==> src/rtl/scs_pkg.sv <==
package scs_pkg;
    typedef enum logic [1:0] {
        ST_IDLE   = 2'd0,
        ST_SHIFT  = 2'd1,
        ST_COMMIT = 2'd2,
        ST_DROP   = 2'd3
    } frame_state_t;
endpackage

==> src/rtl/scs_sync.sv <==
module scs_sync #(
    parameter int N      = 3,
    parameter int STAGES = 2,
    parameter logic [N-1:0] RST_VAL = '0
) (
    input  logic         clk,
    input  logic         rst_n,
    input  logic [N-1:0] async_in,
    output logic [N-1:0] sync_out
);
    logic [N-1:0] stage_q [STAGES];

    genvar g;
    generate
        for (g = 0; g < STAGES; g++) begin : g_stage
            if (g == 0) begin : g_first
                always_ff @(posedge clk or negedge rst_n) begin
                    if (!rst_n) stage_q[g] <= RST_VAL;
                    else        stage_q[g] <= async_in;
                end
            end else begin : g_next
                always_ff @(posedge clk or negedge rst_n) begin
                    if (!rst_n) stage_q[g] <= RST_VAL;
                    else        stage_q[g] <= stage_q[g-1];
                end
            end
        end
    endgenerate

    assign sync_out = stage_q[STAGES-1];
endmodule

==> src/rtl/scs_edge.sv <==
module scs_edge #(
    parameter int N = 2,
    parameter logic [N-1:0] RST_VAL = '0
) (
    input  logic         clk,
    input  logic         rst_n,
    input  logic [N-1:0] level,
    output logic [N-1:0] rise,
    output logic [N-1:0] fall
);
    logic [N-1:0] prev_q;

    always_ff @(posedge clk or negedge rst_n) begin
        if (!rst_n) prev_q <= RST_VAL;
        else        prev_q <= level;
    end

    genvar g;
    generate
        for (g = 0; g < N; g++) begin : g_det
            assign rise[g] = ~prev_q[g] &  level[g];
            assign fall[g] =  prev_q[g] & ~level[g];
        end
    endgenerate
endmodule

==> src/rtl/scs_frame_fsm.sv <==
module scs_frame_fsm
    import scs_pkg::*;
#(
    parameter int W  = 16,
    parameter int CW = $clog2(W + 2)
) (
    input  logic          clk,
    input  logic          rst_n,
    input  logic          cs_fall,
    input  logic          cs_rise,
    input  logic          sclk_fall,
    output logic          load,
    output logic          in_frame,
    output logic          drive,
    output logic          commit,
    output logic [CW-1:0] bit_cnt
);
    localparam logic [CW-1:0] CNT_FULL = CW'(W);
    localparam logic [CW-1:0] CNT_SAT  = CW'(W + 1);

    frame_state_t state_q, state_d;

    // state register
    always_ff @(posedge clk or negedge rst_n) begin
        if (!rst_n) state_q <= ST_IDLE;
        else        state_q <= state_d;
    end

    // transitions
    always_comb begin
        state_d = state_q;
        unique case (state_q)
            ST_IDLE:   if (cs_fall) state_d = ST_SHIFT;
            ST_SHIFT:  if (cs_rise) state_d = (bit_cnt == CNT_FULL) ? ST_COMMIT : ST_DROP;
            ST_COMMIT: state_d = ST_IDLE;
            ST_DROP:   state_d = ST_IDLE;
            default:   state_d = ST_IDLE;
        endcase
    end

    // outputs
    always_comb begin
        load     = (state_q == ST_IDLE) && cs_fall;
        in_frame = (state_q == ST_SHIFT);
        drive    = (state_d == ST_SHIFT);
        commit   = (state_q == ST_COMMIT);
    end

    // falling-edge counter, saturating one past the full word
    always_ff @(posedge clk or negedge rst_n) begin
        if (!rst_n) begin
            bit_cnt <= '0;
        end else if (load) begin
            bit_cnt <= '0;
        end else if (in_frame && sclk_fall && (bit_cnt != CNT_SAT)) begin
            bit_cnt <= bit_cnt + 1'b1;
        end
    end
endmodule

==> src/rtl/scs_datapath.sv <==
module scs_datapath #(
    parameter int W = 16,
    parameter logic [W-1:0] RESET_CTRL = '0
) (
    input  logic         clk,
    input  logic         rst_n,
    input  logic         load,
    input  logic         in_frame,
    input  logic         drive,
    input  logic         commit,
    input  logic         cnt_nonzero,
    input  logic         sclk_rise,
    input  logic         sclk_fall,
    input  logic         sdi_s,
    input  logic [W-1:0] status_in,
    output logic         sdo,
    output logic         sdo_oe,
    output logic [W-1:0] ctrl_word,
    output logic         ctrl_valid
);
    logic [W-1:0] tx_q;
    logic [W-1:0] rx_q;

    // transmit: snapshot at frame start, shift on rising edges after the first
    always_ff @(posedge clk or negedge rst_n) begin
        if (!rst_n) begin
            tx_q <= '0;
        end else if (load) begin
            tx_q <= status_in;
        end else if (in_frame && sclk_rise && cnt_nonzero) begin
            tx_q <= {1'b0, tx_q[W-1:1]};
        end
    end

    // receive: LSB arrives first and walks down to bit 0
    always_ff @(posedge clk or negedge rst_n) begin
        if (!rst_n) begin
            rx_q <= '0;
        end else if (in_frame && sclk_fall) begin
            rx_q <= {sdi_s, rx_q[W-1:1]};
        end
    end

    always_ff @(posedge clk or negedge rst_n) begin
        if (!rst_n) sdo_oe <= 1'b0;
        else        sdo_oe <= drive;
    end

    always_ff @(posedge clk or negedge rst_n) begin
        if (!rst_n) begin
            ctrl_word  <= RESET_CTRL;
            ctrl_valid <= 1'b0;
        end else begin
            ctrl_valid <= commit;
            if (commit) ctrl_word <= rx_q;
        end
    end

    assign sdo = tx_q[0];
endmodule

==> src/rtl/ser_ctl_slave.sv <==
module ser_ctl_slave #(
    parameter int W           = 16,
    parameter int SYNC_STAGES = 2,
    parameter logic [W-1:0] RESET_CTRL = 16'h2000
) (
    input  logic         clk,
    input  logic         rst_n,
    input  logic         cs_n,
    input  logic         sclk,
    input  logic         sdi,
    input  logic [W-1:0] status_in,
    output logic         sdo,
    output logic         sdo_oe,
    output logic [W-1:0] ctrl_word,
    output logic         ctrl_valid
);
    localparam int CW = $clog2(W + 2);

    logic [2:0]    lines_s;
    logic [1:0]    rise, fall;
    logic          load, in_frame, drive, commit;
    logic [CW-1:0] bit_cnt;

    // bit 0: chip select (idles high), bit 1: serial clock, bit 2: data in
    scs_sync #(.N(3), .STAGES(SYNC_STAGES), .RST_VAL(3'b001)) u_sync (
        .clk      (clk),
        .rst_n    (rst_n),
        .async_in ({sdi, sclk, cs_n}),
        .sync_out (lines_s)
    );

    scs_edge #(.N(2), .RST_VAL(2'b01)) u_edge (
        .clk   (clk),
        .rst_n (rst_n),
        .level (lines_s[1:0]),
        .rise  (rise),
        .fall  (fall)
    );

    scs_frame_fsm #(.W(W), .CW(CW)) u_fsm (
        .clk       (clk),
        .rst_n     (rst_n),
        .cs_fall   (fall[0]),
        .cs_rise   (rise[0]),
        .sclk_fall (fall[1]),
        .load      (load),
        .in_frame  (in_frame),
        .drive     (drive),
        .commit    (commit),
        .bit_cnt   (bit_cnt)
    );

    scs_datapath #(.W(W), .RESET_CTRL(RESET_CTRL)) u_dp (
        .clk         (clk),
        .rst_n       (rst_n),
        .load        (load),
        .in_frame    (in_frame),
        .drive       (drive),
        .commit      (commit),
        .cnt_nonzero (bit_cnt != '0),
        .sclk_rise   (rise[1]),
        .sclk_fall   (fall[1]),
        .sdi_s       (lines_s[2]),
        .status_in   (status_in),
        .sdo         (sdo),
        .sdo_oe      (sdo_oe),
        .ctrl_word   (ctrl_word),
        .ctrl_valid  (ctrl_valid)
    );
endmodule


==> config.mk <==
export PLATFORM = sky130hd
export DESIGN_NAME = ser_ctl_slave
export DESIGN_NICKNAME = d
export VERILOG_FILES = /design/src/rtl/scs_pkg.sv /design/src/rtl/scs_sync.sv /design/src/rtl/scs_edge.sv /design/src/rtl/scs_frame_fsm.sv /design/src/rtl/scs_datapath.sv /design/src/rtl/ser_ctl_slave.sv
export SDC_FILE = /design/constraint.sdc
export NUM_CORES = 1
export LEC_CHECK = 0
export ABC_AREA = 1
export BUFFER_PORTS_ARGS = -buffer_cell sky130_fd_sc_hd__buf_2
export CORE_MARGIN = 1.5
export CORE_UTILIZATION = 50
export DETAILED_ROUTE_END_ITERATION = 7
export PLACE_DENSITY = 0.82
export SYNTH_ARGS = -nofsm -noshare
export SYNTH_HDL_FRONTEND = slang
export SYNTH_SLANG_ARGS = --single-unit
==> constraint.sdc <==
create_clock -name clk -period 2.1 [get_ports clk]
set_input_delay 0.105 -clock clk [delete_from_list [all_inputs] [get_ports clk]]
set_output_delay 0.105 -clock clk [all_outputs]
set_load 0.05 [all_outputs]
==> reports/metrics.cfg, run 1 <==
[synth]
synth-compound-area-share_pct=5.895
syn_area_um2=2801
ys_types=21
ys_ff_latch=65
yosysWarnings=0
synth-xor-area-share_pct=0.3126
synthSimpleGateAreaFrac_pct=26.93
synthMuxAreaShare_pct=0
syn_area_per_cell_um2=8.700
syn_inst=322
synth_fa_ha_area_share_pct=1.340
synth_top_family_by_area=simple AND/OR/NAND/NOR gates
synth_fp_nets=346
ys_seq_area_share_pct=58.24

[setup_path]
arrival_ns=1.82
r2r_cells=7
cp_max_fo=22
timing.rr.start=u_fsm.state_q[0]
path_class=reg -> reg
crit_required_ns=2.33
crit_path_frequent_cell=nand2_1
cp-start-kind=flip-flop
endpoint=u_dp.tx_q[9]
slowest_stage=dfrtp_1
crit_path_end_kind=flip-flop
crit_chain=nor2_1, nand3_2, buf_4, nand2_1, nand2_1, nand2_1, nand2_1
timing.rr.end=u_dp.tx_q[9]
reg2reg_slack_ns=0.51
crit_start=u_fsm.state_q[0]
critPathMaxStageDelay_ns=0.41

[detailed_routing]
drcViolationCount=0
wl_per_cell_um=10.91
wl_um=4845
drtIter0Drc=129
drtPass1Iterations=5
antenna_left=0
vias=2124
via_per_inst=4.784

[clock_network]
h-tree-depth=3
clock-sinks=65
path_clk_slew_ns=0.07
ctsHoldBuffers=5
worstSkewPairLatency_ns=0.34
cts_tree=done
post_cts_buffers=0
clockBufferDepth=2
cts_buffers=9
cts_resized=0
root_buffer=clkbuf_8

[power_and_ir_drop]
p_switching_mw=1.572
p_clk_share_pct=26.8
total_power_mw=4.147
seq_power_share_pct=43.3
powerDensity_nw_per_um2=1261
vdd.ir_drop.worst_v=0.0007914
intPower_mw=2.575
swShare_pct=37.90
p_comb_share_pct=29.8
p_leak_nw=1.752

[layout]
layout_common_cells=130 x nand2_1, 61 x dfrtp_1, 39 x buf_2, 31 x o21ai_0, 30 x inv_1
design.final.nets=391
postLayoutCoreUtil_pct=60.48
drive_above_1_share_pct=19.35
num_antenna_cells=0
area_delta_synth_final_pct=17.42
layout_commonest_cell=nand2_1
final_cells=444
final_area_um2=3289

[grt]
antenna_found_initial=0
grt_pass1_vias=1990
grt_pass1_wl_um=8459
gr-total-overflow=0
groute.usage.overall_pct=17.98
grt_max_degree=66

[timing]
setup_ws_ns=0.5129
slew_headroom_pct=46.85
finalSetupViolCount=0
hold_viol=0
min_period_ns=1.587
fmaxAchievable_mhz=630.1
rsz0062_at_grt=false
setup-tns-final_ns=0
fin_skew_ns=0.007635
worstMarginPinSlew_ns=0.7964
timing.hold.ws_ns=0.04955
slew_viol_final=0
fin_crit_sh_pct=75.57

[floorplanning]
num_rows=27
core_area_um2=5439
die_h_um=77.85
die_w_um=77.85
io_pins=40
start_util_pct=51.51
dieArea_um2=6061

[place]
place_congestion=0.7919
place_inst=423
dpl_cell_area_um2=3025
pre_cts_slack_ns=0.5380
dp_hpwl_um=3085
port_buffers=39

[hold_path]
hold_path.class=in -> reg

[status]
status=completed

[flow_run]
drv_cap=0

## cell families after synthesis
family          count (synthesis)
flops                          65
simple gates                  176
xor+xnor                        1
fa+ha+maj                       3
buf+inv                        44
compound gates                 33
## cell usage after synthesis
cell / n / area (µm²)
nand2_1: 130 / 488.0
inv_1: 30 / 112.6
ha_1: 3 / 37.54
dfrtp_1: 61 / 1526
nand2_2: 2 / 12.51
nand2_4: 2 / 22.52
nor2_2: 1 / 6.260
o21ai_1: 1 / 5.000
nor2_4: 3 / 33.78
a21oi_1: 1 / 5.000
nor2_1: 7 / 26.28
o21ai_0: 31 / 155.2
xor2_1: 1 / 8.760
buf_6: 2 / 22.52
nand3_2: 1 / 10.01
buf_2: 7 / 35.03
nand3_1: 26 / 130.1
buf_4: 4 / 30.03
clkbuf_1: 1 / 3.750
dfstp_2: 4 / 105.1
nand4_1: 4 / 25.02
## cell type report
class                      count  area, µm²
fill                         469       2150
sequential                    65       1632
multi-input combinational    213      965.9
timing repair buffer          48      275.3
clock buffer                  11      151.4
inverter                      30      112.6
tap                           72      90.09
clock inverter                 5      62.56
## flip-flops by register name (all words and copies together), names as in the netlist
register,flops
u_dp.ctrl_valid,1
u_dp.ctrl_word,16
u_dp.rx_q,16
u_dp.sdo_oe,1
u_dp.tx_q,16
u_edge.prev_q,2
u_fsm.bit_cnt,5
u_fsm.state_q,2
u_sync.stage_q,3
u_sync.sync_out,3
## worst min-delay path by stage
stage	from	to	cells past startpoint
after CTS	status_in[0]	u_dp.tx_q[0]	5
final	status_in[0]	u_dp.tx_q[0]	5
after floorplan	rst_n	u_dp.ctrl_valid	0
after detailed placement	cs_n	u_sync.stage_q[3]	1
after global routing	status_in[0]	u_dp.tx_q[0]	5
after global placement	cs_n	u_sync.stage_q[3]	1
## power groups by stage
stage               combinational (mW)  clock (mW)  sequential, mW
floorplan                        0.723           0            2.05
global placement                  1.20           0            1.80
detailed placement                1.23           0            1.80
CTS                               1.25        1.12            1.79
global route                      1.40        1.19            1.84
finish                            1.24        1.11            1.80
## critical path, delay by kind of cell (launching register included)
kind                   cells  cell delay, ns
buffers and inverters      1            0.32
flip-flops                 1            0.41
AND/OR/NAND/NOR            6            0.75
## routing by layer
layer	part of all wire (%)	vias to the layer above	GRT usage [%]	wire length, µm
met2	47	48	27.91	2263
li1	-	1096	-	-
met3	3.9	14	3.882	187
met5	0	-	0	0
met4	2.7	0	11.27	129
met1	47	966	22.87	2264
Power figures use the tool's default switching activity.
==> run 2: changes to the inputs <==
- PLACE_DENSITY: 0.82 -> 0.85
- clock period: 2.1 -> 1.4 ns (I/O delays scaled with it)
==> run 2 against run 1 <==
Effect of this change:
- sequential share of layout area down 2.5 points
- worst hold slack got worse by 0.027 ns
- first-iteration DRC count grew 63%
==> reports/metrics.cfg, run 2 (same netlist as run 1, synthesis figures left out) <==
[timing]
setup-tns-final_ns=0  ; unchanged
finalSetupViolCount=0  ; unchanged
min_period_ns=1.304  ; -0.2833 ns
hold_viol=0  ; unchanged
fmaxAchievable_mhz=767.0  ; +22%
slew_headroom_pct=70.09  ; +23 points
slew_viol_final=0  ; unchanged
timing.hold.ws_ns=0.02245  ; -0.02710 ns
rsz0062_at_grt=true
fin_crit_sh_pct=93.12  ; +18 points
worstMarginPinSlew_ns=0.4486  ; -0.3478 ns
fin_skew_ns=0.01098  ; +0.003343 ns

[floorplanning]
die_w_um=77.85  ; unchanged
core_area_um2=5439  ; unchanged
dieArea_um2=6061  ; unchanged
die_h_um=77.85  ; unchanged
num_rows=27  ; unchanged
start_util_pct=51.51  ; unchanged
io_pins=40  ; unchanged

[power_and_ir_drop]
p_switching_mw=2.370  ; +51%
swShare_pct=36.44  ; -1.5 points
p_comb_share_pct=32.2  ; +2.4 points
total_power_mw=6.505  ; +57%
p_leak_nw=1.833  ; +4.7%
vdd.ir_drop.worst_v=0.001333  ; +68%
p_clk_share_pct=27.0  ; +0.2 points
intPower_mw=4.135  ; +61%
seq_power_share_pct=40.8  ; -2.5 points
powerDensity_nw_per_um2=1879  ; +49%

[setup_path]
r2r_cells=7  ; unchanged
cp_max_fo=6  ; -73%
critPathBufInv=1  ; unchanged
timing.rr.end=u_fsm.bit_cnt[3]
crit_chain=buf_4, ha_1, nand3_1, nand2_2, nand2_1, nand2_1, nand2_1
cp-start-kind=flip-flop
crit_path_frequent_cell=nand2_1
slowest_stage=dfrtp_1
crit_family=simple AND/OR/NAND/NOR gates
path_class=reg -> reg
reg2reg_slack_ns=0.1  ; -0.42 ns
arrival_ns=1.58  ; -0.24 ns
crit_required_ns=1.68  ; -0.65 ns
critPathMaxStageDelay_ns=0.39  ; -0.02 ns
timing.rr.start=u_fsm.bit_cnt[0]
crit_path_end_kind=flip-flop

[detailed_routing]
vias=2229  ; +4.9%
drcViolationCount=0  ; unchanged
drtIter0Drc=210  ; +63%
drtPass1Iterations=4  ; -1
wl_per_cell_um=11.73  ; +7.5%
via_per_inst=4.910  ; +2.6%
antenna_left=0  ; unchanged
wl_um=5326  ; +9.9%

[grt]
gr-total-overflow=0  ; unchanged
groute.usage.overall_pct=19.50  ; +1.5 points
grt_max_degree=33  ; -50%
antenna_found_initial=0  ; unchanged
grt_pass1_wl_um=9114  ; +7.7%
grt_pass1_vias=2070  ; +4.0%

[flow_run]
drv_cap=0  ; unchanged

[clock_network]
root_buffer=clkbuf_8
path_clk_slew_ns=0.07  ; about the same
clockBufferDepth=2  ; unchanged
worstSkewPairLatency_ns=0.34  ; about the same
cts_tree=done
clock-sinks=65  ; unchanged
h-tree-depth=3  ; unchanged
cts_buffers=9  ; unchanged

[place]
dpl_cell_area_um2=3153  ; +4.2%
place_congestion=0.8507  ; +7.4%
port_buffers=39  ; unchanged
dp_hpwl_um=3462  ; +12%

[layout]
final_area_um2=3462  ; +5.2%
design.final.nets=401  ; +2.6%
reg.largest.list=u_dp.ctrl_word (16), u_dp.rx_q (16), u_dp.tx_q (16)
fillers=416  ; -11%
layout_common_cells=130 x nand2_1, 61 x dfrtp_1, 39 x buf_2, 31 x o21ai_0, 30 x inv_1
num_antenna_cells=0  ; unchanged
layout_commonest_cell=nand2_1
drive_above_1_share_pct=21.20  ; +1.8 points
postLayoutCoreUtil_pct=63.65  ; +3.2 points
area_delta_synth_final_pct=23.58

[hold_path]
min-delay-start=status_in[7]
hold_depth=5  ; unchanged
hold_end=u_dp.tx_q[7]
hold_path.class=in -> reg

[status]
status=completed

run 2: final cells by class:
cell class                 count  area (µm²)  share of cell area [%]
sequential                    65        1632                   47.13
multi-input combinational    213       977.2                   28.23
timing repair buffer          58       429.2                   12.40
clock buffer                  12       145.1                   4.192
inverter                      30       112.6                   3.253
tap                           72       90.09                   2.602
clock inverter                 4       76.32                   2.205
run 2: layer usage:
metal / routed length, µm / track usage (%)
met5: 0 / 0
met2: 2593 / 31.39
met4: 138 / 10.55
met1: 2407 / 24.61
met3: 186 / 4.000
run 2: power by group through the flow:
| stage | logic (mW) | registers, mW | clock network [mW] |
|---|---|---|---|
| 2_1_floorplan | 1.08 | 3.08 | 0 |
| 6_report | 2.09 | 2.66 | 1.76 |
| 5_1_grt | 2.35 | 2.71 | 1.87 |
| 4_1_cts | 2.07 | 2.65 | 1.79 |
| 3_3_place_gp | 1.96 | 2.66 | 0 |
| 3_5_place_dp | 2.05 | 2.67 | 0 |
run 2: timing repair:
| action | CTS | global route |
|---|---|---|
| setup buffers | 0 | 3 |
| endpoints found under the setup margin | 0 | 15 |
| endpoints found under the hold margin | 20 | 0 |
| hold buffers | 5 | 0 |
| resized for setup | 0 | 3 |
run 2: how the worst max path moves through the flow:
stage,end,startpoint,cells past startpoint,slack (ns)
final,u_fsm.bit_cnt[3],u_fsm.bit_cnt[0],7,0.1
after global routing,u_dp.tx_q[0],u_fsm.bit_cnt[0],7,-0.007
after CTS,u_dp.tx_q[0],u_fsm.bit_cnt[1],7,0.08
after detailed placement,u_dp.tx_q[1],u_fsm.bit_cnt[1],7,0.10
after global placement,u_dp.tx_q[12],u_fsm.bit_cnt[0],7,0.17
after floorplan,u_dp.tx_q[14],u_fsm.bit_cnt[0],8,0.13
run 2: worst reg2reg max path, stage by stage (launching register included):
cell	delay, ns
dfrtp_1	0.39
buf_4	0.16
ha_1	0.19
nand3_1	0.16
nand2_2	0.13
nand2_1	0.11
nand2_1	0.06
nand2_1	0.06
run 2: per-stage QoR:
stage | std cells | worst slack (ns)
finish | 454 | 0.09629
global route | 454 | -0.007176
CTS | 451 | 0.08265
detailed placement | 430 | 0.1020
global placement | 430 | 0.1704
floorplan | 322 | 0.1330
==> run 3: changes to the inputs <==
- CAP_MARGIN: unset -> 20
- PLACE_DENSITY: 0.85 -> 0.82
- clock period: 1.4 -> 1.45 ns (I/O delays scaled with it)
==> run 3 against run 2 <==
Effect of this change:
- clock skew fell by 0.0013 ns
- cell count rose by 0.22%
- via count fell by 1.8%
- first-iteration DRC count rose by 8.1%
- utilization fell by 1.0 points
- maximum frequency fell by 5.1%
- clock power fell by 16%
- critical path type unchanged
==> reports/metrics.cfg, run 3 (same netlist as run 1, synthesis figures left out) <==
[grt]
groute.usage.overall_pct=18.71  ; -0.79 points
antenna_found_initial=0  ; unchanged
grt_pass1_wl_um=8763  ; -3.9%
grt_pass1_vias=2079  ; +0.43%
use_met1_pct=23.38  ; -1.2 points
use_met3_pct=5.294  ; +1.3 points
gr-total-overflow=0  ; unchanged
use_met2_pct=30.00  ; -1.4 points
grt_max_degree=66  ; +100%
top_usage_layer=met2

[layout]
area_delta_synth_final_pct=21.57
reg.largest.list=u_dp.ctrl_word (16), u_dp.rx_q (16), u_dp.tx_q (16)
num_antenna_cells=0  ; unchanged
drive_above_1_share_pct=21.15  ; -0.055 points
multi_input_area_um2=987.2  ; +1.0%
final_cells=455  ; +0.22%
regArea_um2=1632  ; unchanged
design.final.nets=402  ; +0.25%
layout_common_cells=130 x nand2_1, 61 x dfrtp_1, 39 x buf_2, 31 x o21ai_0, 30 x inv_1
fillers=446  ; +7.2%
layout_commonest_cell=nand2_1

[clock_network]
h-tree-depth=3  ; unchanged
clockBufferDepth=2  ; unchanged
root_buffer=clkbuf_8
clock-sinks=65  ; unchanged
worstSkewPairLatency_ns=0.34  ; about the same
path_clk_slew_ns=0.07  ; about the same
cts_tree=done
cts_buffers=9  ; unchanged

[timing]
finalSetupViolCount=0  ; unchanged
worstMarginPinSlew_ns=0.3317  ; -0.1169 ns
fmaxAchievable_mhz=727.6  ; -5.1%
slew_viol_final=0  ; unchanged
timing.hold.ws_ns=0.02516  ; +0.002712 ns
fin_skew_ns=0.009640  ; -0.001338 ns
min_period_ns=1.374  ; +0.07074 ns
hold_viol=0  ; unchanged
setup_ws_ns=0.07555  ; -0.02074 ns
slew_headroom_pct=77.88  ; +7.8 points
fin_crit_sh_pct=94.79  ; +1.7 points

[power_and_ir_drop]
p_leak_nw=1.815  ; -1.0%
vdd.ir_drop.worst_v=0.001001  ; -25%
powerDensity_nw_per_um2=1781  ; -5.2%

[place]
pre_cts_slack_ns=0.09824  ; -0.003752 ns
place_inst=429  ; -0.23%
place_congestion=0.8160  ; -4.1%
dp_hpwl_um=3196  ; -7.7%
port_buffers=39  ; unchanged

[hold_path]
hold_path.class=in -> reg

[detailed_routing]
wl_per_cell_um=11.38  ; -3.0%
wl_um=5177  ; -2.8%
drtPass1Iterations=4  ; unchanged
drtIter0Drc=227  ; +8.1%
drcViolationCount=0  ; unchanged
via_per_inst=4.811  ; -2.0%
antenna_left=0  ; unchanged
vias=2189  ; -1.8%

[setup_path]
path_class=reg -> reg
cp_max_fo=8  ; +2
critPathMaxStageDelay_ns=0.41  ; +0.02 ns
cp-start-kind=flip-flop
crit_family=simple AND/OR/NAND/NOR gates
slowest_stage=dfrtp_1
crit_required_ns=1.72  ; +0.04 ns
crit_chain=inv_1, ha_1, nand3_2, nand2_4, buf_4, nand3_1, nand2_1
crit_path_end_kind=flip-flop
critPathBufInv=2  ; +1
arrival_ns=1.65  ; +0.07 ns

[status]
status=completed

[floorplanning]
dieArea_um2=6061  ; unchanged
io_pins=40  ; unchanged
die_w_um=77.85  ; unchanged
die_h_um=77.85  ; unchanged
start_util_pct=51.51  ; unchanged
core_area_um2=5439  ; unchanged
num_rows=27  ; unchanged

[flow_run]
drv_cap=0  ; unchanged

run 3: changes by cell type in the layout (fill, tap and decap cells not counted), sizes merged:
cell and change:
buf +1, clkbuf +1, bufinv -1, clkinvlp -1, clkinv +1
run 3: what timing repair did:
action | 4_1_cts | 5_1_grt
resized for setup | 0 | 3
hold buffers | 5 | 0
hold endpoints to repair | 65 | 0
setup endpoints to repair | 0 | 17
buffers inserted | 0 | 5
run 3: area by class of cell:
class,count,area share (%)
Sequential cell,65,47.91
Multi-Input combinational cell,213,28.99
Timing Repair Buffer,59,11.61
Clock buffer,13,4.372
Inverter,30,3.306
Tap cell,72,2.645
Clock inverter,3,1.176
run 3: metal layers:
| layer | part of all wire (%) | up-vias |
|---|---|---|
| met3 | 3.4 | 7 |
| met1 | 47 | 1026 |
| met2 | 48 | 41 |
| met4 | 1.6 | 0 |
| met5 | 0 | - |
| li1 | - | 1115 |
run 3: worst paths after layout:
path,from,endpoint,slack (ns),cells after the start
max in group asynchronous,rst_n,u_sync.stage_q[3],0.85,3
min in group asynchronous,rst_n,u_dp.ctrl_word[9],0.28,3
worst max-delay path,u_fsm.bit_cnt[1],u_dp.tx_q[15],0.08,7
worst min-delay path,status_in[6],u_dp.tx_q[6],0.03,5
worst min register to register,u_sync.stage_q[4],u_sync.sync_out[1],0.35,0
worst max register to register,u_fsm.bit_cnt[1],u_dp.tx_q[15],0.08,7
run 3: tightest hold or removal path, delay by kind of cell:
family                 cells  cell delay (ns)
and+or+nand+nor            4             0.18
buffers and inverters      1             0.07
run 3: through the flow:
step | power [mW] | setup TNS (ns) | utilization [%] | instance area (µm²)
3_3_place_gp | 4.423 | 0 | 57.14 | 3108
4_1_cts | 6.019 | 0 | 61.54 | 3347
5_1_grt | 6.488 | -0.02086 | 62.62 | 3406
2_1_floorplan | 4.020 | 0 | - | 2801
6_report | 6.065 | 0 | 62.62 | 3406
3_5_place_dp | 4.500 | 0 | 57.14 | 3108
run 3: power breakdown:
part	internal (mW)	switching [mW]	leakage (nW)
Clock	0.837	0.644	0.0974
Sequential	2.30	0.270	0.853
Combinational	0.664	1.35	0.864
